[src/rtl/cfd_pkg.sv]
// Shared constants and types for the command fetch DMA.
// Assumes a byte-addressed 24-bit space and 8-byte command words.
package cfd_pkg;
    localparam int ADDR_W   = 24;
    localparam int WORD_W   = 64;
    localparam int ALIGN_W  = 3;
    localparam int N_SRC    = 2;

    // register select encoding on the write port
    typedef enum logic [1:0] {
        SEL_START = 2'd0,
        SEL_END   = 2'd1,
        SEL_CTRL  = 2'd2,
        SEL_NONE  = 2'd3
    } cfg_sel_e;

    // control write bit positions (set/clear pairs)
    localparam int CB_SRC_SET = 0;
    localparam int CB_SRC_CLR = 1;
    localparam int CB_FRZ_SET = 2;
    localparam int CB_FRZ_CLR = 3;
    localparam int CB_FLS_SET = 4;
    localparam int CB_FLS_CLR = 5;
endpackage

[src/rtl/cfd_regfile.sv]
// Programmer-visible registers and the pending-transfer decisions.
// Holds armed start, last written end, pending flags and control bits;
// decides when an end write or a queued transfer launches and when an
// end write extends the live transfer. Assumes 'running' comes from the
// fetch engine registers (no combinational path back into it).
module cfd_regfile #(
    parameter int AW  = cfd_pkg::ADDR_W,
    parameter int LSB = cfd_pkg::ALIGN_W,
    localparam int WA = AW - LSB
) (
    input  logic          clk,
    input  logic          rst_n,
    input  logic          cfg_we,
    input  logic [1:0]    cfg_sel,
    input  logic [AW-1:0] cfg_wdata,
    input  logic          running,
    output logic [WA-1:0] start_w,
    output logic [WA-1:0] end_w,
    output logic          start_pend,
    output logic          end_pend,
    output logic          freeze,
    output logic          flush,
    output logic          src,
    output logic          launch,
    output logic [WA-1:0] launch_start,
    output logic [WA-1:0] launch_end,
    output logic          incr,
    output logic [WA-1:0] incr_end
);
    import cfd_pkg::*;

    logic          wr_start, wr_end, wr_ctrl, hold;
    logic [WA-1:0] wr_addr;

    // decode the write strobe into per-register writes
    always_comb begin
        wr_start = cfg_we && (cfg_sel == SEL_START);
        wr_end   = cfg_we && (cfg_sel == SEL_END);
        wr_ctrl  = cfg_we && (cfg_sel == SEL_CTRL);
        wr_addr  = cfg_wdata[AW-1:LSB];
        hold     = freeze || flush;
    end

    // launch, incremental-extend and their address operands
    always_comb begin
        launch       = start_pend && !running && !hold && (wr_end || end_pend);
        launch_start = start_w;
        launch_end   = wr_end ? wr_addr : end_w;
        incr         = wr_end && !start_pend;
        incr_end     = wr_addr;
    end

    // address registers: last written start and end values
    always_ff @(posedge clk) begin
        if (!rst_n) begin
            start_w <= '0;
            end_w   <= '0;
        end else begin
            if (wr_start) start_w <= wr_addr;
            if (wr_end)   end_w   <= wr_addr;
        end
    end

    // pending flags: a start write arms, a launch consumes
    always_ff @(posedge clk) begin
        if (!rst_n) begin
            start_pend <= 1'b0;
            end_pend   <= 1'b0;
        end else begin
            if (wr_start)    start_pend <= 1'b1;
            else if (launch) start_pend <= 1'b0;
            if (launch)                       end_pend <= 1'b0;
            else if (wr_end && start_pend)    end_pend <= 1'b1;
        end
    end

    // control bits with set-over-clear priority
    always_ff @(posedge clk) begin
        if (!rst_n) begin
            freeze <= 1'b0;
            flush  <= 1'b0;
            src    <= 1'b0;
        end else if (wr_ctrl) begin
            if (cfg_wdata[CB_SRC_SET])      src <= 1'b1;
            else if (cfg_wdata[CB_SRC_CLR]) src <= 1'b0;
            if (cfg_wdata[CB_FRZ_SET])      freeze <= 1'b1;
            else if (cfg_wdata[CB_FRZ_CLR]) freeze <= 1'b0;
            if (cfg_wdata[CB_FLS_SET])      flush <= 1'b1;
            else if (cfg_wdata[CB_FLS_CLR]) flush <= 1'b0;
        end
    end
endmodule

[src/rtl/cfd_engine.sv]
// Fetch address engine. Keeps the current word address and the active
// (exclusive) end, issues one word request per cycle while the transfer
// runs and is not held, and advances on each accepted word.
// Assumes the memory returns data in the same cycle it acknowledges.
module cfd_engine #(
    parameter int WA = cfd_pkg::ADDR_W - cfd_pkg::ALIGN_W
) (
    input  logic          clk,
    input  logic          rst_n,
    input  logic          launch,
    input  logic [WA-1:0] launch_start,
    input  logic [WA-1:0] launch_end,
    input  logic          incr,
    input  logic [WA-1:0] incr_end,
    input  logic          freeze,
    input  logic          flush,
    input  logic          fifo_full,
    input  logic          port_ack,
    output logic [WA-1:0] cur_w,
    output logic          running,
    output logic          busy,
    output logic          req,
    output logic          accept
);
    logic [WA-1:0] act_w;

    // transfer state and request qualification
    always_comb begin
        running = cur_w < act_w;
        busy    = running && !freeze && !flush;
        req     = busy && !fifo_full;
        accept  = req && port_ack;
    end

    // current/end pointers: flush truncates, launch reloads, else step
    always_ff @(posedge clk) begin
        if (!rst_n) begin
            cur_w <= '0;
            act_w <= '0;
        end else if (flush) begin
            act_w <= cur_w;
        end else if (launch) begin
            cur_w <= launch_start;
            act_w <= launch_end;
        end else begin
            if (incr)   act_w <= incr_end;
            if (accept) cur_w <= cur_w + 1'b1;
        end
    end
endmodule

[src/rtl/cfd_srcmux.sv]
// Routes the fetch request to the selected memory port and returns that
// port's acknowledge and data. One port per source, built by generate.
module cfd_srcmux #(
    parameter int NSRC = cfd_pkg::N_SRC,
    parameter int DW   = cfd_pkg::WORD_W,
    localparam int SW  = (NSRC > 1) ? $clog2(NSRC) : 1
) (
    input  logic [SW-1:0]      src,
    input  logic               req,
    output logic [NSRC-1:0]    mem_req,
    input  logic [NSRC-1:0]    mem_ack,
    input  logic [NSRC*DW-1:0] mem_rdata,
    output logic               ack_sel,
    output logic [DW-1:0]      data_sel
);
    // per-port request steering
    for (genvar g = 0; g < NSRC; g++) begin : g_port
        assign mem_req[g] = req && (src == SW'(g));
    end

    // return path from the selected port
    always_comb begin
        ack_sel  = 1'b0;
        data_sel = '0;
        for (int i = 0; i < NSRC; i++) begin
            if (src == SW'(i)) begin
                ack_sel  = mem_ack[i];
                data_sel = mem_rdata[i*DW +: DW];
            end
        end
    end
endmodule

[src/rtl/cmd_fetch_dma.sv]
// Double-buffered command fetch DMA top. Connects the register file,
// the fetch engine and the source multiplexer, and forms the readbacks
// with the discarded alignment bits shown as zero.
module cmd_fetch_dma #(
    parameter int AW  = cfd_pkg::ADDR_W,
    parameter int DW  = cfd_pkg::WORD_W,
    parameter int LSB = cfd_pkg::ALIGN_W,
    localparam int WA = AW - LSB
) (
    input  logic          clk,
    input  logic          rst_n,
    input  logic          cfg_we,
    input  logic [1:0]    cfg_sel,
    input  logic [AW-1:0] cfg_wdata,
    output logic [AW-1:0] start_rd,
    output logic [AW-1:0] end_rd,
    output logic [AW-1:0] cur_rd,
    output logic          start_pending,
    output logic          end_pending,
    output logic          dma_busy,
    output logic          freeze_st,
    output logic          flush_st,
    output logic          src_st,
    output logic [1:0]    mem_req,
    output logic [AW-1:0] mem_addr,
    input  logic [1:0]    mem_ack,
    input  logic [DW-1:0] mem_rdata_a,
    input  logic [DW-1:0] mem_rdata_b,
    input  logic          fifo_full,
    output logic          fifo_push,
    output logic [DW-1:0] fifo_wdata
);
    logic [WA-1:0] start_w, end_w, cur_w, launch_start, launch_end, incr_end;
    logic          launch, incr, running, busy, req, accept, port_ack;
    logic          freeze, flush, src;

    cfd_regfile #(.AW(AW), .LSB(LSB)) u_regs (
        .clk(clk), .rst_n(rst_n),
        .cfg_we(cfg_we), .cfg_sel(cfg_sel), .cfg_wdata(cfg_wdata),
        .running(running),
        .start_w(start_w), .end_w(end_w),
        .start_pend(start_pending), .end_pend(end_pending),
        .freeze(freeze), .flush(flush), .src(src),
        .launch(launch), .launch_start(launch_start), .launch_end(launch_end),
        .incr(incr), .incr_end(incr_end)
    );

    cfd_engine #(.WA(WA)) u_eng (
        .clk(clk), .rst_n(rst_n),
        .launch(launch), .launch_start(launch_start), .launch_end(launch_end),
        .incr(incr), .incr_end(incr_end),
        .freeze(freeze), .flush(flush),
        .fifo_full(fifo_full), .port_ack(port_ack),
        .cur_w(cur_w), .running(running), .busy(busy),
        .req(req), .accept(accept)
    );

    cfd_srcmux #(.NSRC(2), .DW(DW)) u_mux (
        .src(src), .req(req),
        .mem_req(mem_req), .mem_ack(mem_ack),
        .mem_rdata({mem_rdata_b, mem_rdata_a}),
        .ack_sel(port_ack), .data_sel(fifo_wdata)
    );

    // readbacks and outward status
    always_comb begin
        start_rd  = {start_w, {LSB{1'b0}}};
        end_rd    = {end_w,   {LSB{1'b0}}};
        cur_rd    = {cur_w,   {LSB{1'b0}}};
        mem_addr  = cur_rd;
        dma_busy  = busy;
        freeze_st = freeze;
        flush_st  = flush;
        src_st    = src;
        fifo_push = accept;
    end
endmodule

[config.mk]
export PLATFORM = sky130hd
export DESIGN_NAME = cmd_fetch_dma
export DESIGN_NICKNAME = d
export VERILOG_FILES = /design/src/rtl/cfd_pkg.sv /design/src/rtl/cfd_regfile.sv /design/src/rtl/cfd_engine.sv /design/src/rtl/cfd_srcmux.sv /design/src/rtl/cmd_fetch_dma.sv
export SDC_FILE = /design/constraint.sdc
export NUM_CORES = 1
export LEC_CHECK = 0
export ABC_CLOCK_PERIOD_IN_PS = 5600
export BUFFER_PORTS_ARGS = -buffer_cell sky130_fd_sc_hd__buf_2
export CAP_MARGIN = 20
export CELL_PAD_IN_SITES_DETAIL_PLACEMENT = 0
export CELL_PAD_IN_SITES_GLOBAL_PLACEMENT = 1
export CORE_MARGIN = 2
export CORE_UTILIZATION = 35
export CTS_CLUSTER_SIZE = 24
export DETAILED_ROUTE_END_ITERATION = 8
export HOLD_SLACK_MARGIN = 0.12
export PLACE_DENSITY = 0.89
export SLEW_MARGIN = 20
export SYNTH_ARGS = -nofsm -noshare
export SYNTH_HDL_FRONTEND = slang
export SYNTH_HIERARCHICAL = 1
export SYNTH_SLANG_ARGS = --single-unit
export TNS_END_PERCENT = 10
[constraint.sdc]
create_clock -name clk -period 5.6 [get_ports clk]
set_input_delay 1.12 -clock clk [delete_from_list [all_inputs] [get_ports clk]]
set_output_delay 1.12 -clock clk [all_outputs]
set_load 0.005 [all_outputs]
# Yosys cells after proc, flatten, opt, wreduce, memory -nomap -nowiden
# Cells that the tools add are included.
# word_totals
ff_bits	89
in_bits	160
# op_classes
addsub	1
order_cmp	1
eq_ne	2
muxes	16
n_bitwise	3
reduce_logical	34
# op_table
cell	n
two-way mux 21 bit	6
two-way mux 64 bit	1
adder 21 x 1 -> 21 bit, second input constant	1
< comparator 21 bit	1
logical AND 1 bit	14
nonzero test 2 bit	5
two-way mux 1 bit	9
AND reduction 2 bit	4
zero test 1 bit	6
NOT 1 bit	3
nonzero test 3 bit	1
equality test 2 x 1 -> 1 bit, second input constant	1
equality test 2 bit, second input constant	1
zero test 2 bit	1
logical OR 1 bit	2
OR reduction 2 bit	1

# Logic depth before layout (Yosys ltp)
# logic_depth
word_depth	7
ltp_mapped	18
ltp_nobuf	16

# By module
# The synthesis kept the hierarchy.
# modules_own_cells
module	n_inst	cells_each	area_per_inst_um2	seq_area_each_um2
cfd_engine	1	408	3040.4	840.8
cfd_regfile	1	230	2189.6	940.9
cfd_srcmux	1	74	905.9	0.0
cmd_fetch_dma	1	34	251.5	0.0

# Worst setup path after synthesis
# Ideal clock, no wire load.
# synth_path
kind	reg2reg
start	register u_eng.cur_w[20]
end	register u_eng.act_w[0]
setup_ns	0.128
arrival_ns	3.473
required_ns	5.472
setup_slack_ns	1.999
stages_incl_launch_ff	18
synth_period_minus_slack_ns	3.601
cell_sequence	dfxtp_1 ha_1 nand4_1 nor4_4 o311a_1 nor2_1 nand2_1 inv_1 nor4b_1 a21boi_0 clkbuf_1 inv_1 clkbuf_1 nand2_1 nor2_1 clkbuf_1 a221oi_1 nor2_1
# synth_via
elab_chain_len	7
word_cells_on_any_way	8
# synth_rtl
element	line	text
start, declared	cfd_engine.sv:19	output logic [WA-1:0] cur_w,
start signal, assigned	cfd_engine.sv:43	cur_w <= launch_start;
start signal, assigned	cfd_engine.sv:47	if (accept) cur_w <= cur_w + 1'b1;
< comparator 21 bit (*)	cfd_engine.sv:29	running = cur_w < act_w;
named net running	cmd_fetch_dma.sv:34	logic launch, incr, running, busy, req, accept, port_ack;
zero test 1 bit (*)	cfd_regfile.sv:46	launch = start_pend && !running && !hold && (wr_end || end_pend);
logical AND 1 bit (*) (3 in a row)	cfd_regfile.sv:46	
named net launch	cmd_fetch_dma.sv:34	
two-way mux 21 bit	cfd_engine.sv:42	end else if (launch) begin
two-way mux 21 bit	cfd_engine.sv:40	end else if (flush) begin
end signal, assigned	cfd_engine.sv:41	act_w <= cur_w;
end signal, assigned	cfd_engine.sv:44	act_w <= launch_end;
end signal, assigned	cfd_engine.sv:46	if (incr) act_w <= incr_end;
end, declared	cfd_engine.sv:25	logic [WA-1:0] act_w;
# Mark *: on every way through the listed nets, which the timed path passes. The rest lies on a longest branch.
# A chain may end at the register's enable or synchronous reset.

# Worst setup path after layout
# layout_path
start	register u_eng.cur_w[3]
end	output port mem_req[0]
# layout_via
elab_chain_len	5
# layout_rtl
element	line	text
< comparator 21 bit	cfd_engine.sv:29	
logical AND 1 bit (2 in a row)	cfd_engine.sv:30	busy = running && !freeze && !flush;
logical AND 1 bit	cfd_engine.sv:31	req = busy && !fifo_full;
named net req	cmd_fetch_dma.sv:34	
logical AND 1 bit	cfd_srcmux.sv:18	assign mem_req[g] = req && (src == SW'(g));
end, declared	cmd_fetch_dma.sv:24	output logic [1:0] mem_req,
# The timed path passes the listed nets, and every way through them passes these cells.

==> out/results.tsv <==
metric	value	unit
status	complete, no violations	
pwr dens	222	mW/mm2
kind of critical path	reg -> out	
final instance area	0.00791	mm2
DRC	0	
R2R depth	13	
Cell variety after synth	60	
gr usage total	25.2	%
core area	0.0180	mm2
WP data arrival	3.36	ns
cts bufs inserted	9	
Hold Crit Depth	2	
DRT Pass-1 Iters	5	
Starting Density	35.6	%
Layout Skew	0.0109	ns
Synth Instances	746	
vias in the first global route	6184	
DR iter-0 viols	505	
die area	0.0193	mm2
Yosys top cell area share	27.9	%
detailed placement HPWL	20000	um
Area Overhead vs Synth	23.9	%
reg-to-reg startpoint	u_eng/cur_w[6]	
layout cells sized above 1	45.6	%
CTS tree	yes	
CTS Sinks	89	
Main synth FF type	dfxtp_1	
vias per cell	5.35	
RSZ-0062 raised after global routing	no	
clock network fraction of total power	37.0	%
Reg2Reg Setup Slack	1.37	ns
max cap viols	0	
Sw Pwr	534	uW
DR WL/cell	21.0	um
std cell rows	49	
Final Slew Violations	0	
internal power	1.22	mW
Comb power frac	24.1	%
min-delay worst type	reg -> reg	
crit end category	primary output	
post-CTS sizing	0	
total number of vias	6469	
synth top area cells	dfxtp_1, mux2_4, buf_4, mux2_2, a21oi_1	
Flop pwr share	38.9	%
initial antenna violation count	6	
Max Root-Sink Buffers	2	
Area after DPL	0.00759	mm2
final-report setup violation count	0	
Hold Crit Start	u_regs/launch_start[18]	
sequential cell area	0.00179	mm2
number of flops mapped to enable cells by yosys	0	
fillers	1836	
Synth warnings	6	
Post-CTS Setup Bufs	0	
period utilisation layout	80.1	%
I/O pins	329	
leak pwr	3.82	nW
final wirelength	25400	um
Total Power	1.75	mW
Detail Route Antenna Nets	0	
nets	1153	
first-pass GRT wire length	37600	um
setup TNS	0	ns
Die Span Y	139	um
Max Fclk	0.223	GHz
clk slew on worst S/H paths	0.07	ns
FF+latch count, synth	89	
WP buf/inv	1	
largest area contributor in the netlist	dfxtp_1	
Data required, critical path	4.48	ns
crit path cell chain	ha_1, a21oi_1, a21boi_0, o311a_1, nor2_1, nand2_1, nor4_1, nor2b_1, buf_2	
grt ovf	0	
switching share of power	30.4	%
largest net degree at the start of global routing	69	
Worst R2R End	u_eng/cur_w[10]	
CTS hold repair buffers	0	
CP max FO	11	
Placer Congestion	0.937	
VDD IR-drop max	0.000162	V
delay of the slowest critical-path stage	0.57	ns
worst-margin pin slew	0.978	ns
most frequent cells in the layout	buf_2, dfxtp_1, nand2_1	
commonest non-fill, non-tap cell in the layout	buf_2	
CTS HTree Levels	3	
Clock Latency Late Sink	0.35	ns
Hold Vio Cnt, Final	0	
Hold EP	u_regs/launch_start[18]	
Crit-path slowest cell	dfxtp_1	
Slew headroom	34.8	%
Port-buffer cells	316	
syn avg cell area	8.56	um2
Die W	139	um
Crit path max-delay family	simple AND/OR/NAND/NOR gates	
post-synthesis sequential area ratio	27.9	%
Post-Syn Area	0.00639	mm2
Startpoint Class	register	
multi-input logic area	0.00373	mm2
post-layout min period	4.48	ns
fraction of registers with async set/reset	0	%
root buf cell	clkbuf_16	
cells in the mapped netlist, types with 11 or more instances:
master,instances
mux2_4,46
o21ai_0,12
mux2_2,40
ha_1,21
a221oi_1,22
inv_1,34
buf_4,76
dfxtp_1,89
nor2_1,62
a21oi_1,58
and2_1,22
nand2_1,70
nand3_1,11
and3_1,22
clkbuf_1,32
sequential cells by signal, summed over array words and instances, names as in the netlist:
| register | count |
|---|---|
| u_regs/end_w | 21 |
| u_regs/end_pend | 1 |
| u_eng/cur_w | 21 |
| u_eng/act_w | 21 |
| u_regs/flush | 1 |
| u_regs/src | 1 |
| u_regs/launch_start | 21 |
| u_regs/freeze | 1 |
| u_regs/start_pend | 1 |
how the worst max path moves through the flow:
stage                      end  cells after the start       startpoint
4_1_cts             mem_req[0]                      9   u_eng/cur_w[3]
2_1_floorplan   u_eng/act_w[0]                     17  u_eng/cur_w[20]
6_report            mem_req[0]                      9   u_eng/cur_w[3]
3_5_place_dp   u_eng/cur_w[10]                     13   u_eng/cur_w[6]
5_1_grt             mem_req[0]                      9   u_eng/cur_w[3]
3_3_place_gp        mem_req[0]                      9   u_eng/cur_w[3]
per-layer routing:
layer	GRT usage [%]	share of wire (%)
met1	31.8	41
met2	41.4	48
met3	8.43	9.1
met4	6.75	1.5
met5	0	0.051
layout make-up:
class | instances | share of cell area [%]
Clock buffer | 10 | 3.16
Timing Repair Buffer | 325 | 20.8
Multi-Input combinational cell | 512 | 47.2
Sequential cell | 89 | 22.6
Inverter | 35 | 1.66
Antenna cell | 4 | 0.127
Tap cell | 229 | 3.62
Clock inverter | 6 | 0.806
power by group through the flow:
| stage | combinational (mW) | sequential [mW] | clock [mW] |
|---|---|---|---|
| final | 0.423 | 0.682 | 0.648 |
| after global routing | 0.460 | 0.685 | 0.694 |
| after CTS | 0.422 | 0.682 | 0.657 |
| after detailed placement | 0.420 | 0.696 | 0 |
| after global placement | 0.417 | 0.696 | 0 |
| after floorplan | 0.255 | 0.688 | 0 |
worst min-delay path, delay by kind of cell (launching register included):
kind / cells / cell delay (ns)
flip-flops: 1 / 0.33
AND/OR/NAND/NOR: 1 / 0.06
AO/OA/AOI/OAI: 1 / 0.05
logic make-up (layout without fill, tap and decap cells):
logic type / Yosys count / after routing / synth area share [%]
adder cells (fa/ha/maj): 21 / 21 / 4.11
buffers and inverters: 156 / 376 / 14.4
AO/OA/AOI/OAI: 146 / 146 / 15.7
AND/OR/NAND/NOR: 245 / 245 / 19.6
multiplexers: 88 / 88 / 18.2
flip-flops: 89 / 89 / 27.9
other: 1 / 16 / 0.0587
through the flow:
stage               hold WS, ns  setup slack (ns)  cells  utilization (%)
finish                    0.492              1.12   1210             44.0
global route              0.509             0.877   1207             44.0
CTS                       0.495              1.15   1206             44.0
detailed placement        0.486              1.49   1190             42.2
global placement          0.475              1.56   1190             42.2
floorplan                 0.445              2.00    757                -
No activity file was read; power rests on OpenSTA's default activity.
